===== src/rtl/dma_seq_pkg.sv =====
package dma_seq_pkg;

  typedef enum logic [2:0] {
    CH_UNINIT  = 3'd0,
    CH_LOADED  = 3'd1,
    CH_FETCH   = 3'd2,
    CH_WAITREQ = 3'd3,
    CH_MOVE    = 3'd4,
    CH_HALTED  = 3'd5,
    CH_FAULT   = 3'd6
  } ch_state_e;

  typedef enum logic [1:0] {
    ROUTE_FREE  = 2'd0,
    ROUTE_PACED = 2'd1,
    ROUTE_EMPTY = 2'd2,
    ROUTE_BAD   = 2'd3
  } route_e;

  // control/status word bit positions
  localparam int CTL_RUN      = 0;
  localparam int CTL_START_IE = 1;
  localparam int CTL_STOP_IE  = 2;
  localparam int CTL_START_FL = 8;
  localparam int CTL_FAULT_FL = 9;
  localparam int CTL_STOPPED  = 10;

  // descriptor field positions
  localparam int LINK_STOP_BIT = 0;
  localparam int CMD_SRC_PACE  = 28;
  localparam int CMD_DST_PACE  = 29;
  localparam int DESC_WORDS    = 4;

  function automatic route_e route_of(input logic src_pace, input logic dst_pace,
                                      input logic len_zero);
    if (src_pace && dst_pace)      return ROUTE_BAD;
    else if (src_pace ^ dst_pace)  return ROUTE_PACED;
    else if (len_zero)             return ROUTE_EMPTY;
    else                           return ROUTE_FREE;
  endfunction

  function automatic logic irq_of(input logic start_fl, input logic start_ie,
                                  input logic fault_fl, input logic stopped,
                                  input logic stop_ie);
    return (start_fl & start_ie) | fault_fl | (stopped & stop_ie);
  endfunction

  function automatic logic is_busy(input ch_state_e s);
    return (s == CH_FETCH) || (s == CH_WAITREQ) || (s == CH_MOVE);
  endfunction

endpackage


===== src/rtl/dma_seq_regs.sv =====
module dma_seq_regs
  import dma_seq_pkg::*;
#(
  parameter int DATA_W = 32
) (
  input  logic              clk,
  input  logic              rst_n,
  input  logic              cfg_wr,
  input  logic              cfg_sel,
  input  logic [DATA_W-1:0] cfg_wdata,
  input  ch_state_e         st,
  input  logic              fetch_ok,
  input  logic              fault_evt,
  input  logic              load_link,
  input  logic [DATA_W-1:0] link_val,
  output logic              run_q,
  output logic              start_flag,
  output logic              err_flag,
  output logic              desc_load,
  output logic [DATA_W-1:0] desc_ptr,
  output logic [DATA_W-1:0] cfg_rdata,
  output logic              irq
);

  logic ctl_wr;
  logic start_ie_q;
  logic stop_ie_q;
  logic stopped;

  assign ctl_wr    = cfg_wr & ~cfg_sel;
  assign desc_load = cfg_wr & cfg_sel & ~run_q & ~is_busy(st);
  assign stopped   = (st == CH_HALTED);

  always_ff @(posedge clk or negedge rst_n) begin
    if (!rst_n) begin
      run_q      <= 1'b0;
      start_ie_q <= 1'b0;
      stop_ie_q  <= 1'b0;
    end else if (ctl_wr) begin
      run_q      <= cfg_wdata[CTL_RUN];
      start_ie_q <= cfg_wdata[CTL_START_IE];
      stop_ie_q  <= cfg_wdata[CTL_STOP_IE];
    end
  end

  // a newly completed fetch outranks a simultaneous acknowledge
  always_ff @(posedge clk or negedge rst_n) begin
    if (!rst_n)                                start_flag <= 1'b0;
    else if (fetch_ok)                         start_flag <= 1'b1;
    else if (ctl_wr && cfg_wdata[CTL_START_FL]) start_flag <= 1'b0;
  end

  always_ff @(posedge clk or negedge rst_n) begin
    if (!rst_n)         err_flag <= 1'b0;
    else if (fault_evt) err_flag <= 1'b1;
    else if (desc_load) err_flag <= 1'b0;
  end

  always_ff @(posedge clk or negedge rst_n) begin
    if (!rst_n)         desc_ptr <= '0;
    else if (load_link) desc_ptr <= link_val;
    else if (desc_load) desc_ptr <= cfg_wdata;
  end

  always_comb begin
    cfg_rdata = '0;
    if (cfg_sel) begin
      cfg_rdata = desc_ptr;
    end else begin
      cfg_rdata[CTL_RUN]      = run_q;
      cfg_rdata[CTL_START_IE] = start_ie_q;
      cfg_rdata[CTL_STOP_IE]  = stop_ie_q;
      cfg_rdata[CTL_START_FL] = start_flag;
      cfg_rdata[CTL_FAULT_FL] = err_flag;
      cfg_rdata[CTL_STOPPED]  = stopped;
    end
  end

  assign irq = irq_of(start_flag, start_ie_q, err_flag, stopped, stop_ie_q);

endmodule


===== src/rtl/dma_seq_fetch.sv =====
module dma_seq_fetch
  import dma_seq_pkg::*;
#(
  parameter int DATA_W = 32
) (
  input  logic              clk,
  input  logic              rst_n,
  input  logic              active,
  input  logic              restart,
  input  logic [DATA_W-1:0] base,
  output logic              mem_rd_req,
  output logic [DATA_W-1:0] mem_rd_addr,
  input  logic              mem_rd_valid,
  input  logic [DATA_W-1:0] mem_rd_data,
  input  logic              mem_rd_err,
  output logic              fetch_done,
  output logic              fetch_fault,
  output logic [DATA_W-1:0] link_w,
  output logic [DATA_W-1:0] src_w,
  output logic [DATA_W-1:0] dst_w,
  output logic [DATA_W-1:0] cmd_w
);

  localparam int IDX_W  = $clog2(DESC_WORDS);
  localparam int BYTE_W = $clog2(DATA_W / 8);
  localparam logic [IDX_W-1:0] LAST_IDX = IDX_W'(DESC_WORDS - 1);

  logic [IDX_W-1:0]  idx_q;
  logic              done_q;
  logic              take;
  logic [DATA_W-1:0] word_q [DESC_WORDS];

  function automatic logic [DATA_W-1:0] word_addr(input logic [DATA_W-1:0] b,
                                                  input logic [IDX_W-1:0] i);
    logic [DATA_W-1:0] a;
    a = b;
    a[IDX_W+BYTE_W-1:0] = {i, {BYTE_W{1'b0}}};
    return a;
  endfunction

  assign mem_rd_req  = active & ~done_q;
  assign mem_rd_addr = word_addr(base, idx_q);
  assign take        = mem_rd_req & mem_rd_valid & ~mem_rd_err;
  assign fetch_fault = mem_rd_req & mem_rd_valid & mem_rd_err;
  assign fetch_done  = done_q;

  always_ff @(posedge clk or negedge rst_n) begin
    if (!rst_n) begin
      idx_q  <= '0;
      done_q <= 1'b0;
    end else if (!active || restart) begin
      idx_q  <= '0;
      done_q <= 1'b0;
    end else if (take) begin
      if (idx_q == LAST_IDX) done_q <= 1'b1;
      else                   idx_q  <= idx_q + 1'b1;
    end
  end

  for (genvar g = 0; g < DESC_WORDS; g++) begin : g_word
    always_ff @(posedge clk or negedge rst_n) begin
      if (!rst_n)                             word_q[g] <= '0;
      else if (take && idx_q == IDX_W'(g))    word_q[g] <= mem_rd_data;
    end
  end

  assign link_w = word_q[0];
  assign src_w  = word_q[1];
  assign dst_w  = word_q[2];
  assign cmd_w  = word_q[3];

endmodule


===== src/rtl/dma_seq_fsm.sv =====
module dma_seq_fsm
  import dma_seq_pkg::*;
#(
  parameter int DATA_W = 32,
  parameter int LEN_W  = 16
) (
  input  logic              clk,
  input  logic              rst_n,
  input  logic              run,
  input  logic              desc_load,
  input  logic              fetch_done,
  input  logic              fetch_fault,
  input  logic [DATA_W-1:0] cmd_w,
  input  logic [DATA_W-1:0] link_w,
  input  logic              periph_req,
  input  logic              xfer_done,
  input  logic              xfer_err,
  output ch_state_e         st,
  output logic              fetch_ok,
  output logic              fault_evt,
  output logic              load_link,
  output logic              xfer_active
);

  ch_state_e nxt;
  route_e    route;
  logic      len_zero;
  logic      link_stop;

  assign len_zero  = (cmd_w[LEN_W-1:0] == '0);
  assign route     = route_of(cmd_w[CMD_SRC_PACE], cmd_w[CMD_DST_PACE], len_zero);
  assign link_stop = link_w[LINK_STOP_BIT];

  always_comb begin
    nxt       = st;
    fetch_ok  = 1'b0;
    fault_evt = 1'b0;
    load_link = 1'b0;
    case (st)
      CH_UNINIT, CH_LOADED, CH_HALTED, CH_FAULT: begin
        if (desc_load)                    nxt = CH_LOADED;
        else if (st == CH_LOADED && run)  nxt = CH_FETCH;
      end
      CH_FETCH: begin
        if (!run) begin
          nxt = CH_HALTED;
        end else if (fetch_fault) begin
          nxt       = CH_FAULT;
          fault_evt = 1'b1;
        end else if (fetch_done) begin
          fetch_ok = (route != ROUTE_BAD);
          case (route)
            ROUTE_FREE:  nxt = CH_MOVE;
            ROUTE_PACED: nxt = CH_WAITREQ;
            ROUTE_BAD: begin
              nxt       = CH_FAULT;
              fault_evt = 1'b1;
            end
            default: begin
              if (link_stop) nxt = CH_HALTED;
              else begin
                nxt       = CH_FETCH;
                load_link = 1'b1;
              end
            end
          endcase
        end
      end
      CH_WAITREQ: begin
        if (!run)            nxt = CH_HALTED;
        else if (periph_req) nxt = CH_MOVE;
      end
      CH_MOVE: begin
        if (!run) begin
          nxt = CH_HALTED;
        end else if (xfer_err) begin
          nxt       = CH_FAULT;
          fault_evt = 1'b1;
        end else if (xfer_done) begin
          if (link_stop) nxt = CH_HALTED;
          else begin
            nxt       = CH_FETCH;
            load_link = 1'b1;
          end
        end
      end
      default: nxt = CH_UNINIT;
    endcase
  end

  always_ff @(posedge clk or negedge rst_n) begin
    if (!rst_n) st <= CH_UNINIT;
    else        st <= nxt;
  end

  assign xfer_active = (st == CH_MOVE);

endmodule


===== src/rtl/dma_desc_seq.sv =====
module dma_desc_seq
  import dma_seq_pkg::*;
#(
  parameter int DATA_W = 32,
  parameter int LEN_W  = 16
) (
  input  logic              clk,
  input  logic              rst_n,
  input  logic              cfg_wr,
  input  logic              cfg_sel,
  input  logic [DATA_W-1:0] cfg_wdata,
  output logic [DATA_W-1:0] cfg_rdata,
  output logic              mem_rd_req,
  output logic [DATA_W-1:0] mem_rd_addr,
  input  logic              mem_rd_valid,
  input  logic [DATA_W-1:0] mem_rd_data,
  input  logic              mem_rd_err,
  input  logic              periph_req,
  output logic              xfer_active,
  output logic [DATA_W-1:0] xfer_src,
  output logic [DATA_W-1:0] xfer_dst,
  output logic [LEN_W-1:0]  xfer_len,
  input  logic              xfer_done,
  input  logic              xfer_err,
  output logic              irq,
  output logic [2:0]        chan_state
);

  ch_state_e         st;
  logic              run_q;
  logic              start_flag;
  logic              err_flag;
  logic              desc_load;
  logic [DATA_W-1:0] desc_ptr;
  logic              fetch_ok;
  logic              fault_evt;
  logic              load_link;
  logic              fetch_done;
  logic              fetch_fault;
  logic [DATA_W-1:0] link_w, src_w, dst_w, cmd_w;

  dma_seq_regs #(.DATA_W(DATA_W)) u_regs (
    .clk(clk), .rst_n(rst_n),
    .cfg_wr(cfg_wr), .cfg_sel(cfg_sel), .cfg_wdata(cfg_wdata),
    .st(st), .fetch_ok(fetch_ok), .fault_evt(fault_evt),
    .load_link(load_link), .link_val(link_w),
    .run_q(run_q), .start_flag(start_flag), .err_flag(err_flag),
    .desc_load(desc_load), .desc_ptr(desc_ptr),
    .cfg_rdata(cfg_rdata), .irq(irq)
  );

  dma_seq_fetch #(.DATA_W(DATA_W)) u_fetch (
    .clk(clk), .rst_n(rst_n),
    .active(st == CH_FETCH), .restart(load_link), .base(desc_ptr),
    .mem_rd_req(mem_rd_req), .mem_rd_addr(mem_rd_addr),
    .mem_rd_valid(mem_rd_valid), .mem_rd_data(mem_rd_data), .mem_rd_err(mem_rd_err),
    .fetch_done(fetch_done), .fetch_fault(fetch_fault),
    .link_w(link_w), .src_w(src_w), .dst_w(dst_w), .cmd_w(cmd_w)
  );

  dma_seq_fsm #(.DATA_W(DATA_W), .LEN_W(LEN_W)) u_fsm (
    .clk(clk), .rst_n(rst_n),
    .run(run_q), .desc_load(desc_load),
    .fetch_done(fetch_done), .fetch_fault(fetch_fault),
    .cmd_w(cmd_w), .link_w(link_w),
    .periph_req(periph_req), .xfer_done(xfer_done), .xfer_err(xfer_err),
    .st(st), .fetch_ok(fetch_ok), .fault_evt(fault_evt),
    .load_link(load_link), .xfer_active(xfer_active)
  );

  assign xfer_src   = src_w;
  assign xfer_dst   = dst_w;
  assign xfer_len   = cmd_w[LEN_W-1:0];
  assign chan_state = st;

endmodule


===== config.mk =====
export PLATFORM = sky130hd
export DESIGN_NAME = dma_desc_seq
export DESIGN_NICKNAME = d
export VERILOG_FILES = /design/src/rtl/dma_seq_pkg.sv /design/src/rtl/dma_seq_regs.sv /design/src/rtl/dma_seq_fetch.sv /design/src/rtl/dma_seq_fsm.sv /design/src/rtl/dma_desc_seq.sv
export SDC_FILE = /design/constraint.sdc
export NUM_CORES = 1
export LEC_CHECK = 0
export BUFFER_PORTS_ARGS = -buffer_cell sky130_fd_sc_hd__buf_2
export CAP_MARGIN = 20
export CORE_ASPECT_RATIO = 1.4
export CORE_MARGIN = 2
export CORE_UTILIZATION = 50
export DETAILED_ROUTE_END_ITERATION = 7
export PLACE_DENSITY = 0.78
export RECOVER_POWER = 100
export SETUP_SLACK_MARGIN = 0.02
export SYNTH_ARGS = -nofsm -noshare
export SYNTH_HDL_FRONTEND = slang
export SYNTH_SLANG_ARGS = --single-unit

===== constraint.sdc =====
create_clock -name clk -period 3.6 [get_ports clk]
set_input_delay 0.18 -clock clk [delete_from_list [all_inputs] [get_ports clk]]
set_output_delay 0.18 -clock clk [all_outputs]
set_load 0.02 [all_outputs]

Yosys cells after proc, flatten, opt, wreduce, memory -nomap -nowiden
Cells that the tools add are included.
Widths: inputs -> output; s select.
{"block": "totals", "regBits": 169, "inputBits": 73, "output_inout_bits": 150, "wordCells": 126}
{"block": "op_classes", "n_addsub": 1, "n_eq_ne": 17, "mux": 52, "bitwise": 18, "n_reduce_logical": 25}
{"op": "$mux 32", "n": 2}
{"op": "$mux 3", "n": 13}
{"op": "$mux 1", "n": 25}
{"op": "$mux 21", "n": 1}
{"op": "$logic_not 16->1", "n": 1}
{"op": "$mux 2", "n": 6}
{"op": "$pmux 3 s4", "n": 1}
{"op": "$and 1x1->1", "n": 10}
{"op": "$reduce_bool 2->1", "n": 5}
{"op": "$eq 3x3->1 const B", "n": 3}
{"op": "$pmux 3 s3", "n": 1}
{"op": "$ne 4x4->1 const B", "n": 2}
{"op": "$logic_and 1x1->1", "n": 7}
{"op": "$eq 2x2->1 const B", "n": 3}
{"op": "$eq 3x2->1 const B", "n": 2}
{"op": "$mux 5", "n": 1}
{"op": "$not 1->1", "n": 5}
{"op": "$eq 2x1->1 const B", "n": 2}
{"op": "$logic_not 2->1", "n": 2}
{"op": "$pmux 1 s2", "n": 2}
{"op": "$reduce_and 2->1", "n": 2}
{"op": "$reduce_and 4->1", "n": 1}
{"op": "$reduce_or 4->1", "n": 1}
{"op": "$eq 3x1->1 const B", "n": 1}
{"op": "other kinds (11)", "n": 14}

Longest topological paths before layout
{"block": "depth", "depth_word": 14, "depth_mapped": 12, "depth_no_buf": 10}

Hierarchy
Synthesis repeated with hierarchy kept, for this count alone.
{"block": "hier_totals", "cells_unflattened": 685, "hier_area_um2": 8174.1}
{"mod": "dma_seq_fetch", "n_inst": 1, "cells_per_inst": 325, "area_per_inst_um2": 5182.5, "seq_area_each_um2": 3278.1}
{"mod": "dma_seq_regs", "n_inst": 1, "cells_per_inst": 283, "area_per_inst_um2": 2411.1, "seq_area_each_um2": 925.9}
{"mod": "dma_seq_fsm", "n_inst": 1, "cells_per_inst": 76, "area_per_inst_um2": 568.0, "seq_area_each_um2": 75.1}
{"mod": "dma_desc_seq", "n_inst": 1, "cells_per_inst": 1, "area_per_inst_um2": 12.5, "seq_area_each_um2": 0.0}

Least setup slack after synthesis
OpenSTA, ideal clock, no wires.
{"block": "synth_timing", "kind": "register -> register", "startpoint": "register u_fetch.word_q (netlist bit u_fetch.cmd_w[28])", "endpoint": "register u_fsm.st[2]", "setup_ps": 125, "arrival_time_ps": 2445, "required_ps": 3475, "setup_slack_ps": 1030, "stages_incl_launch_ff": 11, "path_buffers": 0, "synth_period_minus_slack_ps": 2570, "cell_sequence": "dfrtp_1 inv_1 ha_1 nor4_1 nand4_1 o41ai_1 ha_1 mux2_2 a211oi_1 o21ai_0 mux2_2"}
{"block": "synth_between", "elab_chain_len": 9, "word_cells_on_any_way": 12, "classes_between": "2 x eq/ne; 7 x mux; 1 x bitwise; 2 x reduce/logical"}
{"item": "start: declaration", "line": "dma_seq_fetch.sv:31", "source": "logic [DATA_W-1:0] word_q [DESC_WORDS];"}
{"item": "start signal: indexed assignment", "line": "dma_seq_fetch.sv:63", "source": "else if (take && idx_q == IDX_W'(g)) word_q[g] <= mem_rd_data;"}
{"item": "$xor 1x1->1", "line": "dma_seq_pkg.sv:37", "source": "else if (src_pace ^ dst_pace) return ROUTE_PACED;"}
{"item": "$mux 2", "line": "dma_seq_pkg.sv:37"}
{"item": "$mux 2 (*)", "line": "dma_seq_pkg.sv:36", "source": "if (src_pace && dst_pace) return ROUTE_BAD;"}
{"item": "$eq 2x2->1 (tied with other cells)", "line": "dma_seq_fsm.sv:52", "source": "case (route)"}
{"item": "$pmux 3 s3 (*)", "line": "dma_seq_fsm.sv:52"}
{"item": "$mux 3 (*)", "line": "dma_seq_fsm.sv:50", "source": "end else if (fetch_done) begin"}
{"item": "$mux 3 (*)", "line": "dma_seq_fsm.sv:47", "source": "end else if (fetch_fault) begin"}
{"item": "$mux 3 (*)", "line": "dma_seq_fsm.sv:45", "source": "if (!run) begin"}
{"item": "$pmux 3 s4 (*)", "line": "dma_seq_fsm.sv:39", "source": "case (st)"}
{"item": "end signal: assignment", "line": "dma_seq_fsm.sv:93", "source": "else st <= nxt;"}
{"item": "end: declaration", "line": "dma_seq_fsm.sv:18", "source": "output ch_state_e st,"}
Every way passes the cells marked *; elsewhere a longest branch is shown, timed or not. The select of a mux whose other input is x is not followed.
A chain may end at the register's enable or synchronous reset.

Final worst setup path
{"block": "layout_timing", "startpoint": "register u_fsm.st[1]", "endpoint": "register u_fetch.word_q (netlist bit u_fetch.dst_w[14])"}
{"block": "layout_between", "elab_chain_len": 5}
{"item": "$eq 3x2->1", "line": "dma_desc_seq.sv:54", "source": ".active(st == CH_FETCH), .restart(load_link), .base(desc_ptr),"}
{"item": "$and 1x1->1", "line": "dma_seq_fetch.sv:41", "source": "assign mem_rd_req = active & ~done_q;"}
{"item": "$and 1x1->1 (2 in a row)", "line": "dma_seq_fetch.sv:43", "source": "assign take = mem_rd_req & mem_rd_valid & ~mem_rd_err;"}
{"item": "$logic_and 1x1->1", "line": "dma_seq_fetch.sv:63"}
No other way between the ends.

==> impl_metrics.json <==
{
  "outcome": "finished, violations left",
  "violations": "max-capacitance violations, max-slew violations",
  "final-setup-viol-count": 0,
  "min_period_ps": 3287,
  "final_common_cell": "dfrtp_1",
  "postCtsResizedCells": 0,
  "cts_sinks": 157,
  "rsz0062_at_grt": "no",
  "yosys_warnings": 0,
  "dr_total_vias": 4992,
  "num_io_pins": 223,
  "synth.avg_cell_area_um2": 12.80,
  "ys.flop_type": "dfrtp_1",
  "grt_pass1_vias": 5328,
  "rows": 52,
  "coreArea_um2": 14380,
  "cp_max_fo": 32,
  "remaining_drc_errors": 0,
  "antenna_found_initial": 0,
  "dp.cells": 910,
  "layout_common_cells": "dfrtp_1 (157), clkbuf_1 (141), mux2_2 (117)",
  "clock_skew_ps": 10.04,
  "grt_overflow": 0,
  "seq_area_frac_synth_pct": 53.68,
  "cap_violations": 2,
  "relSlewSlack_pct": -48.12,
  "period_share_pct": 91.31,
  "slew_viol_final": 128,
  "dpl.hpwl_mm": 12.32,
  "dieHeight_um": 147.2,
  "initial_core_util_pct": 50.90,
  "final_antenna_net_count": 0,
  "cts.reportedPaths.clkPinSlew_ps": 70,
  "num-nets-final": 824,
  "postSynthCellCount": 572,
  "htreeDepth": 4,
  "drive_gt1_share_pct": 31.39,
  "final.setup.tns_ps": 0,
  "numCtsBuffers": 17,
  "synth_seq_cells": 157,
  "drt-total-wl_mm": 17.15,
  "cts_hold_buf": 2,
  "n_antenna_cell": 0,
  "postCtsSetupBuffers": 0,
  "clockBufferDepth": 2,
  "grt_pass1_wl_mm": 27.31,
  "arrival_ps": 3580,
  "critPathKind": "flip-flop to flip-flop",
  "dieWidth_um": 106.3,
  "die_area_um2": 15640,
  "synth_cell_types": 45,
  "p_leak_nw": 4.067,
  "crit_required_ps": 3900,
  "gp_congestion": 0.8499,
  "hold_path.class": "input port to flip-flop",
  "insertion_delay_ps": 410,
  "cp-start-kind": "flip-flop",
  "grt_util_all_layers_pct": 22.38,
  "cts_tree": "built",
  "vias_per_cell": 5.288,
  "clockRootBuffer": "clkbuf_16",
  "synth_edf_count": 0,
  "grt_max_degree": 91,
  "fmax_ghz": 0.3042,
  "syn_area_um2": 7320,
  "stdcell_count": 944,
  "power_density_nw_per_um2": 692.9,
  "worst_pin_slew_ps": 2222,
  "hold_viol_final": 0,
  "syn_to_final_growth_pct": 16.77,
  "ir_worst_vdd_mv": 0.3280,
  "wire_per_inst_um": 18.16,
  "drtIter0Drc": 176,
  "async_flop_share_pct": 100.0,
  "port_buffers": 220,
  "dr.pass1.iters": 4,
  "end_kind": "flip-flop"
}
-- synth_stat cells, types with 2 or more instances --
cell | n | share of area (%)
o41ai_1 | 2 | 0.24
buf_6 | 10 | 1.5
mux2_1 | 5 | 0.77
nand2b_1 | 5 | 0.43
a21oi_1 | 38 | 2.6
nor2b_1 | 5 | 0.43
nand2_4 | 4 | 0.62
ha_1 | 9 | 1.5
buf_4 | 48 | 4.9
and2_1 | 28 | 2.4
nor4_1 | 3 | 0.26
dfrtp_1 | 157 | 54
o211ai_1 | 2 | 0.21
mux2i_1 | 34 | 4.6
nor2_1 | 35 | 1.8
inv_1 | 8 | 0.41
mux2_2 | 119 | 18
nand2_1 | 12 | 0.62
clkbuf_1 | 12 | 0.62
nand3b_1 | 3 | 0.31
buf_2 | 4 | 0.27
o21ai_0 | 6 | 0.41
-- final timing paths --
kind | from | end | slack (ps) | cells after the start
max in group asynchronous | rst_n | u_fetch.cmd_w[13]$_DFFE_PN0P_ | 1320 | 2
max reg2reg | u_fsm.st[1]$_DFFE_PN0P_ | u_fetch.dst_w[14]$_DFFE_PN0P_ | 310 | 4
max | u_fsm.st[1]$_DFFE_PN0P_ | u_fetch.dst_w[14]$_DFFE_PN0P_ | 310 | 4
min in group asynchronous | rst_n | u_fetch.src_w[0]$_DFFE_PN0P_ | 950 | 2
min | mem_rd_data[22] | u_fetch.src_w[22]$_DFFE_PN0P_ | 30 | 2
min reg2reg | u_fetch.dst_w[14]$_DFFE_PN0P_ | u_fetch.dst_w[14]$_DFFE_PN0P_ | 490 | 1
-- metal layers --
metal  global-route usage, %  wire length, µm  part of all wire, %
met5                       0                0                    0
met1                   25.75             6626                   39
met4                   8.158              340                  2.0
met2                   41.19             9348                   55
met3                   3.949              832                  4.9
-- logic make-up after synthesis --
| logic type | Yosys count | synth area share [%] |
|---|---|---|
| DFF | 157 | 53.68 |
| other | 1 | 0.05123 |
| AOI/OAI and AO/OA | 57 | 4.496 |
| and+or+nand+nor | 107 | 8.633 |
| buffers and inverters | 82 | 7.761 |
| adders and majority gates | 9 | 1.538 |
| muxes | 158 | 23.73 |
| xor gates and xnor gates | 1 | 0.1197 |
-- critical path, stage by stage (launching register included) --
cell and delay (ps):
dfrtp_1 580, nor4b_1 1010, and3b_1 450, nand2_2 560, mux2_1 530
-- through the flow --
step	cell area [µm²]	hold slack, ps	util [%]	worst slack [ps]	power (mW)
6_report	8547	30.72	59.44	312.8	5.922
5_1_grt	8547	23.00	59.44	57.91	6.219
4_1_cts	8777	16.14	61.04	435.8	6.055
3_5_place_dp	8170	304.5	56.82	459.5	4.272
3_3_place_gp	8170	286.8	56.82	753.8	4.190
2_1_floorplan	7323	-115.6	-	1030	3.863
-- area by class of cell --
| type | instances | area, µm² |
|---|---|---|
| sequential | 157 | 3929 |
| fill | 1230 | 5832 |
| tap | 189 | 236.5 |
| inverter | 8 | 30.03 |
| clock inverter | 13 | 153.9 |
| multi-input combinational | 334 | 2778 |
| clock buffer | 19 | 432.9 |
| timing repair buffer | 224 | 987.2 |
-- sequential cells by signal, summed over array words and instances, names as in the netlist, 2 cells and up --
name,flops
u_fsm.st,3
u_fetch.idx_q,2
u_fetch.src_w,32
u_fetch.dst_w,32
u_fetch.link_w,32
u_fetch.cmd_w,18
u_regs.desc_ptr,32
-- power breakdown --
group          internal, mW  switching [mW]  total, mW
combinational         0.654           0.972       1.63
sequential             2.18           0.338       2.52
clock                  1.04           0.740       1.78
total                  3.87            2.05       5.92
(Power assumes the default switching activity.)
